==> src/rtl/mul_pkg.sv <==
package mul_pkg;
  typedef enum logic [1:0] {
    OP_MUL_LO = 2'b00,
    OP_MUL_S  = 2'b01,
    OP_MUL_U  = 2'b10,
    OP_RSVD   = 2'b11
  } mul_op_e;

  // flag mask order {N,Z,V,C}; V and C left untouched
  localparam logic [3:0] FLAG_UPD_NZ = 4'b1100;
endpackage

==> src/rtl/mul_operand_prep.sv <==
module mul_operand_prep #(
  parameter int unsigned DATA_W = 32
) (
  input  logic [DATA_W-1:0] a_i,
  input  logic [DATA_W-1:0] b_i,
  input  logic              signed_i,
  output logic [DATA_W-1:0] a_mag_o,
  output logic [DATA_W-1:0] b_mag_o,
  output logic              neg_o
);
  localparam logic [DATA_W-1:0] ONE = DATA_W'(1);

  logic a_neg, b_neg;

  assign a_neg   = signed_i & a_i[DATA_W-1];
  assign b_neg   = signed_i & b_i[DATA_W-1];
  // most negative value maps to itself, which is correct as unsigned magnitude
  assign a_mag_o = a_neg ? (~a_i + ONE) : a_i;
  assign b_mag_o = b_neg ? (~b_i + ONE) : b_i;
  assign neg_o   = a_neg ^ b_neg;
endmodule

==> src/rtl/mul_shift_add.sv <==
module mul_shift_add #(
  parameter int unsigned DATA_W = 32
) (
  input  logic                clk_i,
  input  logic                rst_ni,
  input  logic                load_i,
  input  logic                step_i,
  input  logic [DATA_W-1:0]   mcand_i,
  input  logic [DATA_W-1:0]   mplr_i,
  output logic [2*DATA_W-1:0] acc_o,
  output logic                last_o
);
  localparam int unsigned PROD_W = 2 * DATA_W;
  localparam int unsigned CNT_W  = $clog2(DATA_W);

  logic [PROD_W-1:0] mcand_q, acc_q;
  logic [DATA_W-1:0] mplr_q;
  logic [CNT_W-1:0]  cnt_q;

  always_ff @(posedge clk_i or negedge rst_ni) begin
    if (!rst_ni) begin
      mcand_q <= '0;
      mplr_q  <= '0;
      acc_q   <= '0;
      cnt_q   <= '0;
    end else if (load_i) begin
      mcand_q <= {{DATA_W{1'b0}}, mcand_i};
      mplr_q  <= mplr_i;
      acc_q   <= '0;
      cnt_q   <= '0;
    end else if (step_i) begin
      acc_q   <= acc_q + (mplr_q[0] ? mcand_q : '0);
      mcand_q <= mcand_q << 1;
      mplr_q  <= mplr_q >> 1;
      cnt_q   <= cnt_q + CNT_W'(1);
    end
  end

  assign acc_o  = acc_q;
  assign last_o = (cnt_q == CNT_W'(DATA_W - 1));

  // iteration counter never wraps mid-operation
  a_r3_cnt_advance: assert property (@(posedge clk_i) disable iff (!rst_ni)
    step_i && !load_i && !last_o |=> cnt_q == $past(cnt_q) + CNT_W'(1));
endmodule

==> src/rtl/mul_result_fmt.sv <==
module mul_result_fmt #(
  parameter int unsigned DATA_W = 32
) (
  input  logic [2*DATA_W-1:0] acc_i,
  input  logic                negate_i,
  input  logic                pair_i,
  output logic [DATA_W-1:0]   hi_o,
  output logic [DATA_W-1:0]   lo_o,
  output logic                z_o,
  output logic                n_o
);
  localparam int unsigned PROD_W = 2 * DATA_W;
  localparam logic [PROD_W-1:0] ONE = PROD_W'(1);

  logic [PROD_W-1:0] prod;

  assign prod = negate_i ? (~acc_i + ONE) : acc_i;
  assign hi_o = pair_i ? prod[PROD_W-1:DATA_W] : '0;
  assign lo_o = prod[DATA_W-1:0];
  assign z_o  = pair_i ? (prod == '0) : (prod[DATA_W-1:0] == '0);
  assign n_o  = pair_i ? prod[PROD_W-1] : prod[DATA_W-1];
endmodule

==> src/rtl/mul_unit.sv <==
module mul_unit
  import mul_pkg::*;
#(
  parameter int unsigned DATA_W = 32
) (
  input  logic              clk_i,
  input  logic              rst_ni,
  input  logic              start_i,
  input  logic [1:0]        op_i,
  input  logic [DATA_W-1:0] rd_val_i,
  input  logic [DATA_W-1:0] rs_val_i,
  output logic              busy_o,
  output logic              done_o,
  output logic [DATA_W-1:0] hi_o,
  output logic [DATA_W-1:0] lo_o,
  output logic              pair_wr_o,
  output logic              flag_z_o,
  output logic              flag_n_o,
  output logic [3:0]        flag_upd_o
);
  localparam int unsigned PROD_W = 2 * DATA_W;
  localparam int unsigned LAT    = DATA_W + 1;
  localparam int unsigned LAT_W  = $clog2(LAT + 1);

  typedef enum logic [1:0] {ST_IDLE, ST_RUN, ST_FIN} st_e;

  st_e               st_q, st_d;
  mul_op_e           op_in;
  logic              accept, last;
  logic              pair_q, neg_q;
  logic [DATA_W-1:0] a_mag, b_mag;
  logic              neg_in;
  logic [PROD_W-1:0] acc;
  logic [DATA_W-1:0] f_hi, f_lo;
  logic              f_z, f_n;

  assign op_in  = mul_op_e'(op_i);
  assign accept = (st_q == ST_IDLE) && start_i && (op_in != OP_RSVD);

  mul_operand_prep #(.DATA_W(DATA_W)) u_prep (
    .a_i      (rd_val_i),
    .b_i      (rs_val_i),
    .signed_i (op_in == OP_MUL_S),
    .a_mag_o  (a_mag),
    .b_mag_o  (b_mag),
    .neg_o    (neg_in)
  );

  mul_shift_add #(.DATA_W(DATA_W)) u_core (
    .clk_i   (clk_i),
    .rst_ni  (rst_ni),
    .load_i  (accept),
    .step_i  (st_q == ST_RUN),
    .mcand_i (a_mag),
    .mplr_i  (b_mag),
    .acc_o   (acc),
    .last_o  (last)
  );

  mul_result_fmt #(.DATA_W(DATA_W)) u_fmt (
    .acc_i    (acc),
    .negate_i (neg_q),
    .pair_i   (pair_q),
    .hi_o     (f_hi),
    .lo_o     (f_lo),
    .z_o      (f_z),
    .n_o      (f_n)
  );

  always_comb begin
    st_d = st_q;
    unique case (st_q)
      ST_IDLE: if (accept) st_d = ST_RUN;
      ST_RUN:  if (last)   st_d = ST_FIN;
      ST_FIN:              st_d = ST_IDLE;
      default:             st_d = ST_IDLE;
    endcase
  end

  always_ff @(posedge clk_i or negedge rst_ni) begin
    if (!rst_ni) begin
      st_q   <= ST_IDLE;
      pair_q <= 1'b0;
      neg_q  <= 1'b0;
    end else begin
      st_q <= st_d;
      if (accept) begin
        pair_q <= (op_in != OP_MUL_LO);
        neg_q  <= neg_in;
      end
    end
  end

  always_ff @(posedge clk_i or negedge rst_ni) begin
    if (!rst_ni) begin
      done_o    <= 1'b0;
      hi_o      <= '0;
      lo_o      <= '0;
      pair_wr_o <= 1'b0;
      flag_z_o  <= 1'b0;
      flag_n_o  <= 1'b0;
    end else begin
      done_o <= (st_q == ST_FIN);
      if (st_q == ST_FIN) begin
        hi_o      <= f_hi;
        lo_o      <= f_lo;
        pair_wr_o <= pair_q;
        flag_z_o  <= f_z;
        flag_n_o  <= f_n;
      end
    end
  end

  assign busy_o     = (st_q != ST_IDLE);
  assign flag_upd_o = done_o ? FLAG_UPD_NZ : 4'b0000;

  // cycles since the accepting edge, for latency checking only
  logic [LAT_W-1:0] since_q;
  always_ff @(posedge clk_i or negedge rst_ni) begin
    if (!rst_ni)                                   since_q <= '0;
    else if (accept)                               since_q <= '0;
    else if (busy_o && since_q != LAT_W'(LAT))     since_q <= since_q + LAT_W'(1);
  end

  a_r3_latency: assert property (@(posedge clk_i) disable iff (!rst_ni)
    done_o |-> since_q == LAT_W'(LAT));
  a_r3_done_pulse: assert property (@(posedge clk_i) disable iff (!rst_ni)
    done_o |=> !done_o);
  a_r3_hold: assert property (@(posedge clk_i) disable iff (!rst_ni)
    !done_o |-> $stable(hi_o) && $stable(lo_o) && $stable(flag_z_o) && $stable(flag_n_o));
  a_r2_busy_ignore: assert property (@(posedge clk_i) disable iff (!rst_ni)
    busy_o && start_i |=> $stable(pair_q) && $stable(neg_q));
  a_r4_sw_hi_zero: assert property (@(posedge clk_i) disable iff (!rst_ni)
    done_o && !pair_wr_o |-> hi_o == '0);
  a_r7_zero_flag: assert property (@(posedge clk_i) disable iff (!rst_ni)
    done_o |-> flag_z_o == ({hi_o, lo_o} == '0));
  a_r8_neg_flag: assert property (@(posedge clk_i) disable iff (!rst_ni)
    done_o |-> flag_n_o == (pair_wr_o ? hi_o[DATA_W-1] : lo_o[DATA_W-1]));
  a_r9_mask_only_done: assert property (@(posedge clk_i) disable iff (!rst_ni)
    flag_upd_o != 4'b0000 |-> done_o);
  a_r10_rsvd_ignored: assert property (@(posedge clk_i) disable iff (!rst_ni)
    !busy_o && start_i && op_i == 2'b11 |=> !busy_o);
endmodule

==> config.mk <==
export PLATFORM = sky130hd
export DESIGN_NAME = mul_unit
export DESIGN_NICKNAME = d
export VERILOG_FILES = /design/src/rtl/mul_pkg.sv /design/src/rtl/mul_operand_prep.sv /design/src/rtl/mul_shift_add.sv /design/src/rtl/mul_result_fmt.sv /design/src/rtl/mul_unit.sv
export SDC_FILE = /design/constraint.sdc
export NUM_CORES = 1
export LEC_CHECK = 0
export BUFFER_PORTS_ARGS = -buffer_cell sky130_fd_sc_hd__buf_2
export CORE_UTILIZATION = 45
export CTS_BUF_LIST = sky130_fd_sc_hd__clkbuf_4
export CTS_CLUSTER_SIZE = 25
export DETAILED_ROUTE_END_ITERATION = 8
export PLACE_DENSITY_LB_ADDON = 0.05
export SYNTH_ARGS = -nofsm -noshare
export SYNTH_HDL_FRONTEND = slang
export SYNTH_SLANG_ARGS = --single-unit
==> constraint.sdc <==
create_clock -name clk_i -period 10.3 [get_ports clk_i]
set_input_delay 2.06 -clock clk_i [delete_from_list [all_inputs] [get_ports clk_i]]
set_output_delay 2.06 -clock clk_i [all_outputs]
set_load 0.03 [all_outputs]
After elaboration in Yosys (flattened, before gate mapping). Index checks and enable logic that the tools add are counted.

Register bits: 237. Word-level logic and storage cells: 59.

Eq/ne operators: 7. Reduce and logical (&&, ||, !) cells: 9. Add/sub/neg operators: 5. Bitwise gates (word level): 6. Mux-type cells: 19.

Operator list (number): 2-to-1 mux 64 bit (6); 2-to-1 mux 32 bit (5); adder 32 x 1 -> 32 bit, second input constant (2); adder 64 x 1 -> 64 bit, second input constant (1); adder 64 bit (1); logical NOT 64 bit (1); inverter 32 bit (2); inverter 64 bit (1); logical NOT 32 bit (1); 2-to-1 mux 5 bit (2); != test 2 bit, second input constant (3); nonzero test 2 bit (3); adder 5 x 1 -> 5 bit, second input constant (1); == test 5 bit, second input constant (1); == test 2 x 1 -> 1 bit, second input constant (2); 2-to-1 mux 2 bit (2); 2-to-1 mux 4 bit (1); one-hot mux 2 bit (2 select lines) (1); bitwise AND 1 bit (2); == test 2 bit, second input constant (1); logical AND 1 bit (2); logical NOT 2 bit (1); 2-to-1 mux 1 bit (2); AND reduction 2 bit (1); XOR 1 bit (1).

Logic depth before layout (Yosys ltp). Gate-level depths: netlist (run 1).

Word-level depth: 5. Gate-level depth with buffers: 15. Depth with buffers taken out: 13.

Modules after synthesis. Synthesis (run 1) repeated with hierarchy kept, for this count alone.

Cell total of the unflattened synthesis: 2043. Area, all modules: 18101.1 sq um.

By module, submodules not included: mul_shift_add (cells an instance 1301, instances 1, area an instance 11317.1 sq um); mul_unit (cells an instance 166, instances 1, area an instance 2835.2 sq um); mul_result_fmt (cells an instance 342, instances 1, area an instance 2362.3 sq um); mul_operand_prep (cells an instance 234, instances 1, area an instance 1586.5 sq um).

Worst setup path before layout (run 1). OpenSTA, ideal clock, no wires.

Path type: input -> register. From: input port rs_val_i[12]. To: register u_core.mplr_q[30]. Stages: 7. Data arrival time: 3.901 ns. Slack: 6.259 ns. Cell sequence: or3_1 > or4_1 > nor3_1 > a41oi_1 > or3_1 > a21oi_1 > a31oi_1.

Cells in the longest elaborated chain, start to end: 4.

Ends and longest elaborated chain: from (decl) (line mul_unit.sv:11) `input logic [DATA_W-1:0] rs_val_i,`; inverter 32 bit (line mul_operand_prep.sv:19) `assign b_mag_o = b_neg ? (~b_i + ONE) : b_i;`; adder 32 x 1 -> 32 bit (line mul_operand_prep.sv:19); 2-to-1 mux 32 bit (line mul_operand_prep.sv:19); 2-to-1 mux 32 bit (line mul_shift_add.sv:26) `end else if (load_i) begin`; to (signal assigned) (line mul_shift_add.sv:28) `mplr_q <= mplr_i;`; to (signal assigned) (line mul_shift_add.sv:34) `mplr_q <= mplr_q >> 1;`; to (decl) (line mul_shift_add.sv:17) `logic [DATA_W-1:0] mplr_q;`.

Every way passes these cells. A chain may end at the register's enable or synchronous reset.

Worst setup path in the final report (run 1).
From: register u_core.mplr_q[0]. To: register u_core.acc_q[58], in the netlist u_core.acc_o[58].

Cells in the longest elaborated chain, start to end: 4.

Ends and longest elaborated chain: 2-to-1 mux 64 bit (line mul_shift_add.sv:32) `acc_q <= acc_q + (mplr_q[0] ? mcand_q : '0);`; adder 64 bit (line mul_shift_add.sv:32); 2-to-1 mux 64 bit (line mul_shift_add.sv:31) `end else if (step_i) begin`; 2-to-1 mux 64 bit (line mul_shift_add.sv:26); to (signal assigned) (line mul_shift_add.sv:32); to (decl) (line mul_shift_add.sv:16) `logic [PROD_W-1:0] mcand_q, acc_q;`.

Every way passes these cells. The select of a mux whose other input is x is not followed.

==> results.cfg, run 1 <==
[outcome]
status = finished clean

[global_routing]
grt-ovfl-total = 0
grt_pass1_vias = 14800
grt_pass1_wl_mm = 77.6
antenna_found_initial = 1
grt_usage_pct = 25.2
grt_max_degree = 130

[worst_setup_path]
cp_data_arrival_time_ns = 5.52
worstSetupPathType = reg2reg
r2r_cells = 14
start_kind = flop
crit_fanout = 39
endpoint_kind = flop
worstPathRequired_ns = 10.84

[sta]
relSlewSlack_pct = 23.7
finClkSkew_ns = 0.0525
layout_setup_ws_ns = 5.33
min_period_over_period_pct = 48.3
slew_violations = 0
rsz0062_at_grt = no
setup_tns_ns = 0
final_hold_viol_count = 0
max_freq_ghz = 0.201
setup_viol = 0
worstMarginPinSlew_ns = 1.13
min_period_ns = 4.97

[synth]
synth-main-ff-cell = dfrtp_1
yosysUniqueCellTypes = 77
async_flop_share_pct = 100
synth_edf_count = 0
netlist_area_mm2 = 0.0165
avgSynthCellArea_um2 = 7.92
yosysSeqAreaShare_pct = 35.9
synth-seq-cells = 237
synth_warnings = 0
syn_inst = 2088

[detailed_routing]
route.detailed.drc = 0
routed_wl_mm = 46.7
wl_per_cell_um = 17.4
vias_per_cell = 5.68
via_count = 15200
drtPass1Iterations = 6
drt_iter0_drc = 1199
ant_nets = 0

[cts]
clkTransAtPathRegs_ns = 0.07
ctsResizeCount = 0
hold_buffers = 0
cts_tree = yes
clkLatencyLatePin_ns = 0.72
cts_setup_buffers = 0
cts.sinks = 237
cts_made_buffers = 68
cts_root_buf = clkbuf_4
htree_levels = 3
clock_path_buffers = 3

[floorplanning]
core-area_mm2 = 0.0358
die_h_um = 194
start_util_pct = 46.1
die_x_um = 194
die-area_mm2 = 0.0375
core.rowCount = 69
io_pins = 142

[pwr]
ir_drop_mv = 0.104
total_power_mw = 5.65
leakage_nw = 8.11
power_density_mw_per_mm2 = 309

[final_layout]
drive_gt1_share_pct = 12.7
area_growth_pct = 10.6
fin_area_mm2 = 0.0183
fillCellCount = 3591
final_util_pct = 51.1
fin_nets = 2312

[min_path]
hold_path_depth = 2
hold_class = reg2reg

[placed_design]
dp_hpwl_mm = 33.9
dpl-instance-area_mm2 = 0.0174
port_buffers = 139
dpl_worst_slack_ns = 5.31
place.gp.congestion = 0.926

[job]
cap_violations = 0
per-layer routing:
metal	global-route usage, %	share of wire, %
met1	38.2	50
met2	36.3	41
met3	4.21	6.5
met4	7.44	2.1
met5	0	0
final cells by class:
cell class / instances / area (um2) / area share (%)
Antenna cell: 1 / 2.50 / 0.0137
Timing Repair Buffer: 149 / 793 / 4.34
Clock buffer: 100 / 751 / 4.10
Sequential cell: 237 / 5930 / 32.4
Tap cell: 461 / 577 / 3.15
Multi-Input combinational cell: 1694 / 10000 / 54.8
Clock inverter: 18 / 121 / 0.664
Inverter: 23 / 86.3 / 0.472
sequential cells by signal, summed over array words and instances, names as in the netlist:
name	cells
u_core.acc_o	64
u_core.mcand_q	64
hi_o	32
lo_o	32
u_core.mplr_q	32
u_core.cnt_q	5
st_q	2
done_o	1
flag_n_o	1
flag_z_o	1
neg_q	1
pair_q	1
pair_wr_o	1
critical path: stages (launching register included):
cell and delay (ns):
dfrtp_1 0.64, buf_4 0.38, and2_1 0.21, ha_1 0.22
fa_1 0.41, a21o_1 0.21, a221oi_1 0.58, o21ai_0 0.34
a211o_1 0.43, a211oi_1 0.46, nor4_1 0.19, o21ai_0 0.33
o21ai_0 0.18, xnor2_1 0.14, o21ai_0 0.08
power breakdown:
group / switching, mW / total (mW) / internal, mW / leakage, nW
clock network: 0.413 / 0.906 / 0.493 / 0.521
logic: 1.85 / 2.96 / 1.11 / 4.56
registers: 0.486 / 1.78 / 1.30 / 3.03
logic make-up after synthesis:
kind of cell               synth area share [%]
and+or+nand+nor                            24.0
AOI/OAI and AO/OA                          21.2
DFF                                        35.9
xor gates and xnor gates                   9.54
buffers and inverters                      3.74
adders and majority gates                  5.34
muxes                                     0.257
other                                    0.0227
worst paths after layout:
path / startpoint / to / slack, ns
worst max-delay path: u_core.mplr_q[0] / u_core.acc_o[58] / 5.33
worst min-delay path: u_core.mcand_q[33] / u_core.mcand_q[34] / 0.45
worst max register to register: u_core.mplr_q[0] / u_core.acc_o[58] / 5.33
worst min register to register: u_core.mcand_q[33] / u_core.mcand_q[34] / 0.45
max in group asynchronous: rst_ni / u_core.mplr_q[30] / 7.66
min in group asynchronous: rst_ni / lo_o[16] / 1.39
synthesized netlist by cell type (all sizes together) (13+ instances only):
master | number | area [um2]
a21o | 31 | 234
a21oi | 92 | 460
a31oi | 67 | 419
and2 | 72 | 450
and3 | 15 | 93.8
buf | 17 | 88.8
clkbuf | 118 | 443
dfrtp | 237 | 5930
ha | 69 | 863
inv | 22 | 82.6
nand2 | 410 | 1540
nand3 | 48 | 240
nand4 | 33 | 206
nor2 | 159 | 597
nor3 | 34 | 175
nor4 | 17 | 106
o21ai | 245 | 1230
o31ai | 27 | 208
o41ai | 14 | 145
or3 | 27 | 170
or4 | 13 | 109
xnor2 | 68 | 596
xor2 | 112 | 981
cell usage in the layout, fill, tap and decap left out, types with 14 or more instances in the layout:
cell and n:
nor3_1 33, nor4_1 17, and2_1 71, buf_2 138
inv_1 22, a21o_1 30, ha_1 69, or3_1 26
o31ai_1 26, and3_1 15, nor2_1 158, a21oi_1 92
nand3_1 47, nand2_1 410, clkbuf_4 100, nand4_1 33
clkinv_1 14, o21ai_0 244, dfrtp_1 236, a31oi_1 67
xor2_1 112, xnor2_1 68
metrics by stage:
stage,cells,hold slack [ns]
2_1_floorplan,2089,0.450
3_5_place_dp,2564,0.457
4_1_cts,2682,0.471
6_report,2683,0.454
3_3_place_gp,2564,0.446
5_1_grt,2683,0.494
No activity file was read; power rests on OpenSTA's default activity.
==> run 2: changes to the inputs <==
==> constraint.sdc (replaced) <==
create_clock -name clk_i -period 4.5 [get_ports clk_i]
set_input_delay 0.9 -clock clk_i [delete_from_list [all_inputs] [get_ports clk_i]]
set_output_delay 0.9 -clock clk_i [all_outputs]
set_load 0.03 [all_outputs]
==> results.cfg, run 2 (synthesized netlist as in run 1, its figures left out) <==
[placed_design]
dpl-instance-area_mm2 = 0.0177
port_buffers = 139
dp_hpwl_mm = 35.5
place.gp.congestion = 0.938

[worst_setup_path]
r2r_slack_ns = 0.23
worstPathRequired_ns = 5.08
critical-path-slowest-cell = or4b_1
crit_chain = or4_1 -> or4b_1 -> nor3_2 -> nand4_1 -> o41ai_1 -> a32oi_1 -> or4b_1 -> or4_1 -> o21a_1 -> o21ai_2
worstSetupPathType = reg2reg
cp_data_arrival_time_ns = 4.85
start_kind = flop
endpoint_kind = flop
crit_fanout = 6
cpPeakStageDelay_ns = 0.62

[final_layout]
drive_gt1_share_pct = 14.1
final_util_pct = 51.8
layout_commonest_cell = nand2_1
area_growth_pct = 12.3
final_cell_mix = nand2_1, o21ai_0, dfrtp_1
fin_nets = 2352
fin_area_mm2 = 0.0186

[floorplanning]
core.rowCount = 69
start_util_pct = 46.1
io_pins = 142
die_h_um = 194
core-area_mm2 = 0.0358
die_x_um = 194
die-area_mm2 = 0.0375

[detailed_routing]
routed_wl_mm = 47.8
drt_iter0_drc = 1341
wl_per_cell_um = 17.6
routed-wl-met3_mm = 3.30
route.layer.met1.wl_mm = 23.9
route.detailed.drc = 0
via_count = 15500
vias_per_cell = 5.72
drtPass1Iterations = 5
dr_wl_met2_mm = 19.9
ant_nets = 0
highest_layer = met4

[cts]
cts.sinks = 237
cts_root_buf = clkbuf_4
clkLatencyLatePin_ns = 0.69
cts_tree = yes
clock_path_buffers = 3
cts_setup_buffers = 0
hold_buffers = 0
htree_levels = 3
clkTransAtPathRegs_ns = 0.06
cts_made_buffers = 67
ctsResizeCount = 0

[global_routing]
antenna_found_initial = 1
grt_pass1_wl_mm = 77.7
grt-ovfl-total = 0
grt_pass1_vias = 14600
grt_max_degree = 103
grt_usage_pct = 25.5

[sta]
max_freq_ghz = 0.234
finClkSkew_ns = 0.0491
setup_tns_ns = 0
relSlewSlack_pct = 43.3
min_period_over_period_pct = 94.9
final_hold_viol_count = 0
setup_viol = 0
slew_violations = 0
rsz0062_at_grt = no
min_period_ns = 4.27
worstMarginPinSlew_ns = 0.851

[pwr]
leakage_nw = 8.28
ir_drop_mv = 0.232
power_density_mw_per_mm2 = 705

[job]
cap_violations = 0

[min_path]
hold_class = in2async

[outcome]
status = finished clean
==> run 2: cell count changes in the layout (fill, tap and decap cells not counted), sizes merged <==
cell    previous run  this run
inv               24        23
clkbuf           100        95
clkinv            15        17
diode              1         2
buf              149       190
bufinv             2         1
==> run 2: worst paths after layout <==
| path | cells past startpoint | to | startpoint |
|---|---|---|---|
| setup / recovery | 10 | flag_z_o | u_core.acc_o[6] |
| hold / removal | 1 | lo_o[14] | rst_ni |
| setup reg to reg | 10 | flag_z_o | u_core.acc_o[6] |
| hold reg to reg | 2 | flag_n_o | flag_n_o |
| max in group asynchronous | 2 | u_core.acc_o[37] | rst_ni |
| min in group clk_i | 2 | flag_n_o | flag_n_o |
==> run 2: layout make-up <==
cell class,count,area (um2)
flip-flops and latches,237,5930
fillers,3513,17300
clock buffers,95,713
inverters,23,86.3
multi-input cells,1694,10000
diodes,2,5.00
clock inverters,18,96.3
repair buffers,190,1130
well taps,461,577
==> run 2: report_power, final <==
part	switching (mW)	total [mW]	internal (mW)
Combinational	4.48	7.21	2.73
Sequential	0.984	3.95	2.97
Clock	0.907	1.93	1.02
==> run 2: per-stage QoR <==
stage                     total power, mW  setup WS [ns]  cells  hold WS, ns
after floorplan                      8.86          0.623   2089        0.450
after global placement               11.1          0.417   2605        0.445
after detailed placement             11.1          0.271   2605        0.451
after CTS                            13.1          0.253   2718        0.260
after global routing                 14.3         0.0248   2720        0.296
final                                13.1          0.230   2720        0.274
==> run 2: per-layer routing <==
metal / vias up / GRT usage, %
met5: - / 0
met1: 7265 / 38.5
met3: 68 / 4.87
met2: 547 / 37.3
met4: 0 / 6.40
li1: 7668 / -
==> run 2: worst max-delay path: cells and delay by family (launching register included) <==
kind	cells	cell delay (ns)
DFF	1	0.45
and+or+nand+nor	6	2.85
AOI/OAI and AO/OA	4	0.90
==> run 3: changes to the inputs <==
--- a/config.mk
+++ b/config.mk
@@ -5,8 +5,10 @@
 export SDC_FILE = /design/constraint.sdc
 export NUM_CORES = 1
 export LEC_CHECK = 0
+export ABC_AREA = 1
 export BUFFER_PORTS_ARGS = -buffer_cell sky130_fd_sc_hd__buf_2
-export CORE_UTILIZATION = 45
+export CAP_MARGIN = 10
+export CORE_UTILIZATION = 43
 export CTS_BUF_LIST = sky130_fd_sc_hd__clkbuf_4
 export CTS_CLUSTER_SIZE = 25
 export DETAILED_ROUTE_END_ITERATION = 8
==> results.cfg, run 3 <==
[worst_setup_path]
critical-path-slowest-cell = dfrtp_2
start_kind = flop
cp_data_arrival_time_ns = 4.06
worstPathRequired_ns = 5.16
r2r_slack_ns = 1.10
cpPeakStageDelay_ns = 0.71
cpLargestDelayFamily = simple AND/OR/NAND/NOR gates
crit_chain = buf_4 -> nand2_1 -> inv_1 -> ha_1 -> nand2_1 -> nor2_1 -> inv_1 -> nor2_1 -> inv_1 -> nor2_1 -> nand4_1 -> nand2_1 -> a21oi_1 -> o21ai_0 -> o21ai_0
cp.buffers_inverters = 4
worstSetupPathType = reg2reg
endpoint_kind = flop
crit_fanout = 34

[placed_design]
port_buffers = 139
dp_hpwl_mm = 49.1
place.gp.congestion = 0.956
dp_cells = 3327

[job]
cap_violations = 0

[cts]
cts_tree = yes
hold_buffers = 0
cts_made_buffers = 73
clock_path_buffers = 3
clkTransAtPathRegs_ns = 0.07
cts_root_buf = clkbuf_4
ctsResizeCount = 0
clkLatencyLatePin_ns = 0.84
htree_levels = 3
cts_setup_buffers = 0
cts.sinks = 237

[pwr]
power_density_mw_per_mm2 = 655
pwr-share-clk_pct = 16.2
pwr-share-comb_pct = 55.0
p_switching_mw = 6.93
leakage_nw = 10.1
seqPwrFrac_pct = 28.8
swShare_pct = 52.5
ir_drop_mv = 0.701
internal-power_mw = 6.26

[final_layout]
drive_gt1_share_pct = 11.9
stdcell_count = 3451
layout_commonest_cell = nand2_1
final_cell_mix = nand2_1, inv_1, nor2_1
final_util_pct = 49.0
fin_nets = 3009
area_growth_pct = 11.6

[floorplanning]
die-area_mm2 = 0.0428
io_pins = 142
die_h_um = 207
start_util_pct = 43.9
core-area_mm2 = 0.0411
core.rowCount = 74
die_x_um = 207

[global_routing]
grt-ovfl-total = 0
grt_max_degree = 98
grt_pass1_vias = 17600
grt_usage_pct = 30.0
antenna_found_initial = 3
grt_pass1_wl_mm = 97.8

[outcome]
status = finished with violations
violations = design-rule violations

[sta]
min_period_ns = 3.40
relSlewSlack_pct = 28.1
min_period_over_period_pct = 75.6
max_freq_ghz = 0.294
setup_viol = 0
finClkSkew_ns = 0.0684
slew_violations = 0
final_hold_viol_count = 0
setup_tns_ns = 0
worstMarginPinSlew_ns = 1.08
rsz0062_at_grt = no

[synth]
avgSynthCellArea_um2 = 6.63
synth-seq-cells = 237
synth-main-ff-cell = dfrtp_1
yosysUniqueCellTypes = 53
netlist_area_mm2 = 0.0181
yosysTopAreaCell = dfrtp_1
yosysMostFrequentCell = nand2_1
synth_edf_count = 0
yosys.area.top_type_share_pct = 32.8
syn_inst = 2723
yosysSeqAreaShare_pct = 32.8
ys_top_cells_by_count = nand2_1, inv_1, nor2_1, o21ai_0, dfrtp_1
synth_area_leaders = dfrtp_1, nand2_1, inv_1
synth_warnings = 0
async_flop_share_pct = 100

[min_path]
hold_class = in2async

[detailed_routing]
ant_nets = 0
routed_wl_mm = 63.1
route.detailed.drc = 12
vias_per_cell = 5.32
wl_per_cell_um = 18.3
via_count = 18400
drtPass1Iterations = 9
drt_iter0_drc = 1611
-- run 3: cell types whose count changed after synthesis, sizes merged, moves of 69 or more --
| cell | before | now |
|---|---|---|
| nor2 | 159 | 349 |
| clkbuf | 118 | 49 |
| inv | 22 | 348 |
| nand3 | 48 | 120 |
| nand2 | 410 | 772 |
| and2 | 72 | 1 |
-- run 3: layout make-up --
type | count | area (um2)
inverter | 348 | 1310
clock inverter | 19 | 130
multi-input combinational | 2055 | 10500
antenna | 5 | 12.5
sequential | 237 | 5930
clock buffer | 100 | 751
fill | 4404 | 21000
tap | 532 | 666
timing repair buffer | 155 | 863
-- run 3: worst register-to-register path, cell delays in order, from the launching register on --
cell     delay, ns
dfrtp_2       0.71
buf_4         0.47
nand2_1       0.12
inv_1         0.07
ha_1          0.25
nand2_1       0.15
nor2_1        0.17
inv_1         0.09
nor2_1        0.18
inv_1         0.11
nor2_1        0.19
nand4_1       0.15
nand2_1       0.17
a21oi_1       0.08
o21ai_0       0.19
o21ai_0       0.14
-- run 3: power by group through the flow --
| stage | clock, mW | combinational [mW] | sequential [mW] |
|---|---|---|---|
| after floorplan | 0 | 5.22 | 3.35 |
| after global placement | 0 | 7.09 | 3.79 |
| after detailed placement | 0 | 7.16 | 3.80 |
| after CTS | 2.21 | 7.19 | 3.76 |
| after global routing | 2.32 | 8.16 | 3.88 |
| final | 2.13 | 7.26 | 3.81 |
-- run 3: worst paths after layout --
| path | start | endpoint | cells after the start |
|---|---|---|---|
| setup / recovery | u_core.mplr_q[0] | u_core.acc_o[52] | 15 |
| hold / removal | rst_ni | done_o | 1 |
| setup reg to reg | u_core.mplr_q[0] | u_core.acc_o[52] | 15 |
| hold reg to reg | u_core.cnt_q[3] | u_core.cnt_q[3] | 1 |
| max in group asynchronous | rst_ni | u_core.mcand_q[1] | 2 |
| min in group clk_i | rs_val_i[31] | u_core.mplr_q[31] | 3 |
-- run 3: metrics by stage --
step	total power, mW	worst slack, ns	hold slack (ns)	instance area (um2)
floorplan	8.57	1.90	0.434	18100
global placement	10.9	1.20	0.449	19300
detailed placement	11.0	1.17	0.461	19300
CTS	13.2	1.14	0.107	20100
global route	14.4	0.880	0.0963	20100
finish	13.2	1.10	0.106	20100
-- run 3: cell families (layout without fill, tap and decap cells) --
group	count (synthesis)	count (layout)	synth area share, %
compound gates	571	571	18.4
simple gates	1331	1331	30.7
other cells	1	7	0.0208
flops	237	237	32.8
fa+ha+maj	70	70	4.89
xor+xnor	81	81	3.97
buf+inv	432	622	9.19
-- run 3: per-layer routing --
metal / up-vias / part of all wire [%] / track usage, %
met2: 579 / 43 / 46.0
li1: 9238 / - / -
met3: 104 / 6.7 / 5.71
met1: 8432 / 48 / 42.6
met5: - / 0 / 0
met4: 0 / 2.6 / 8.63
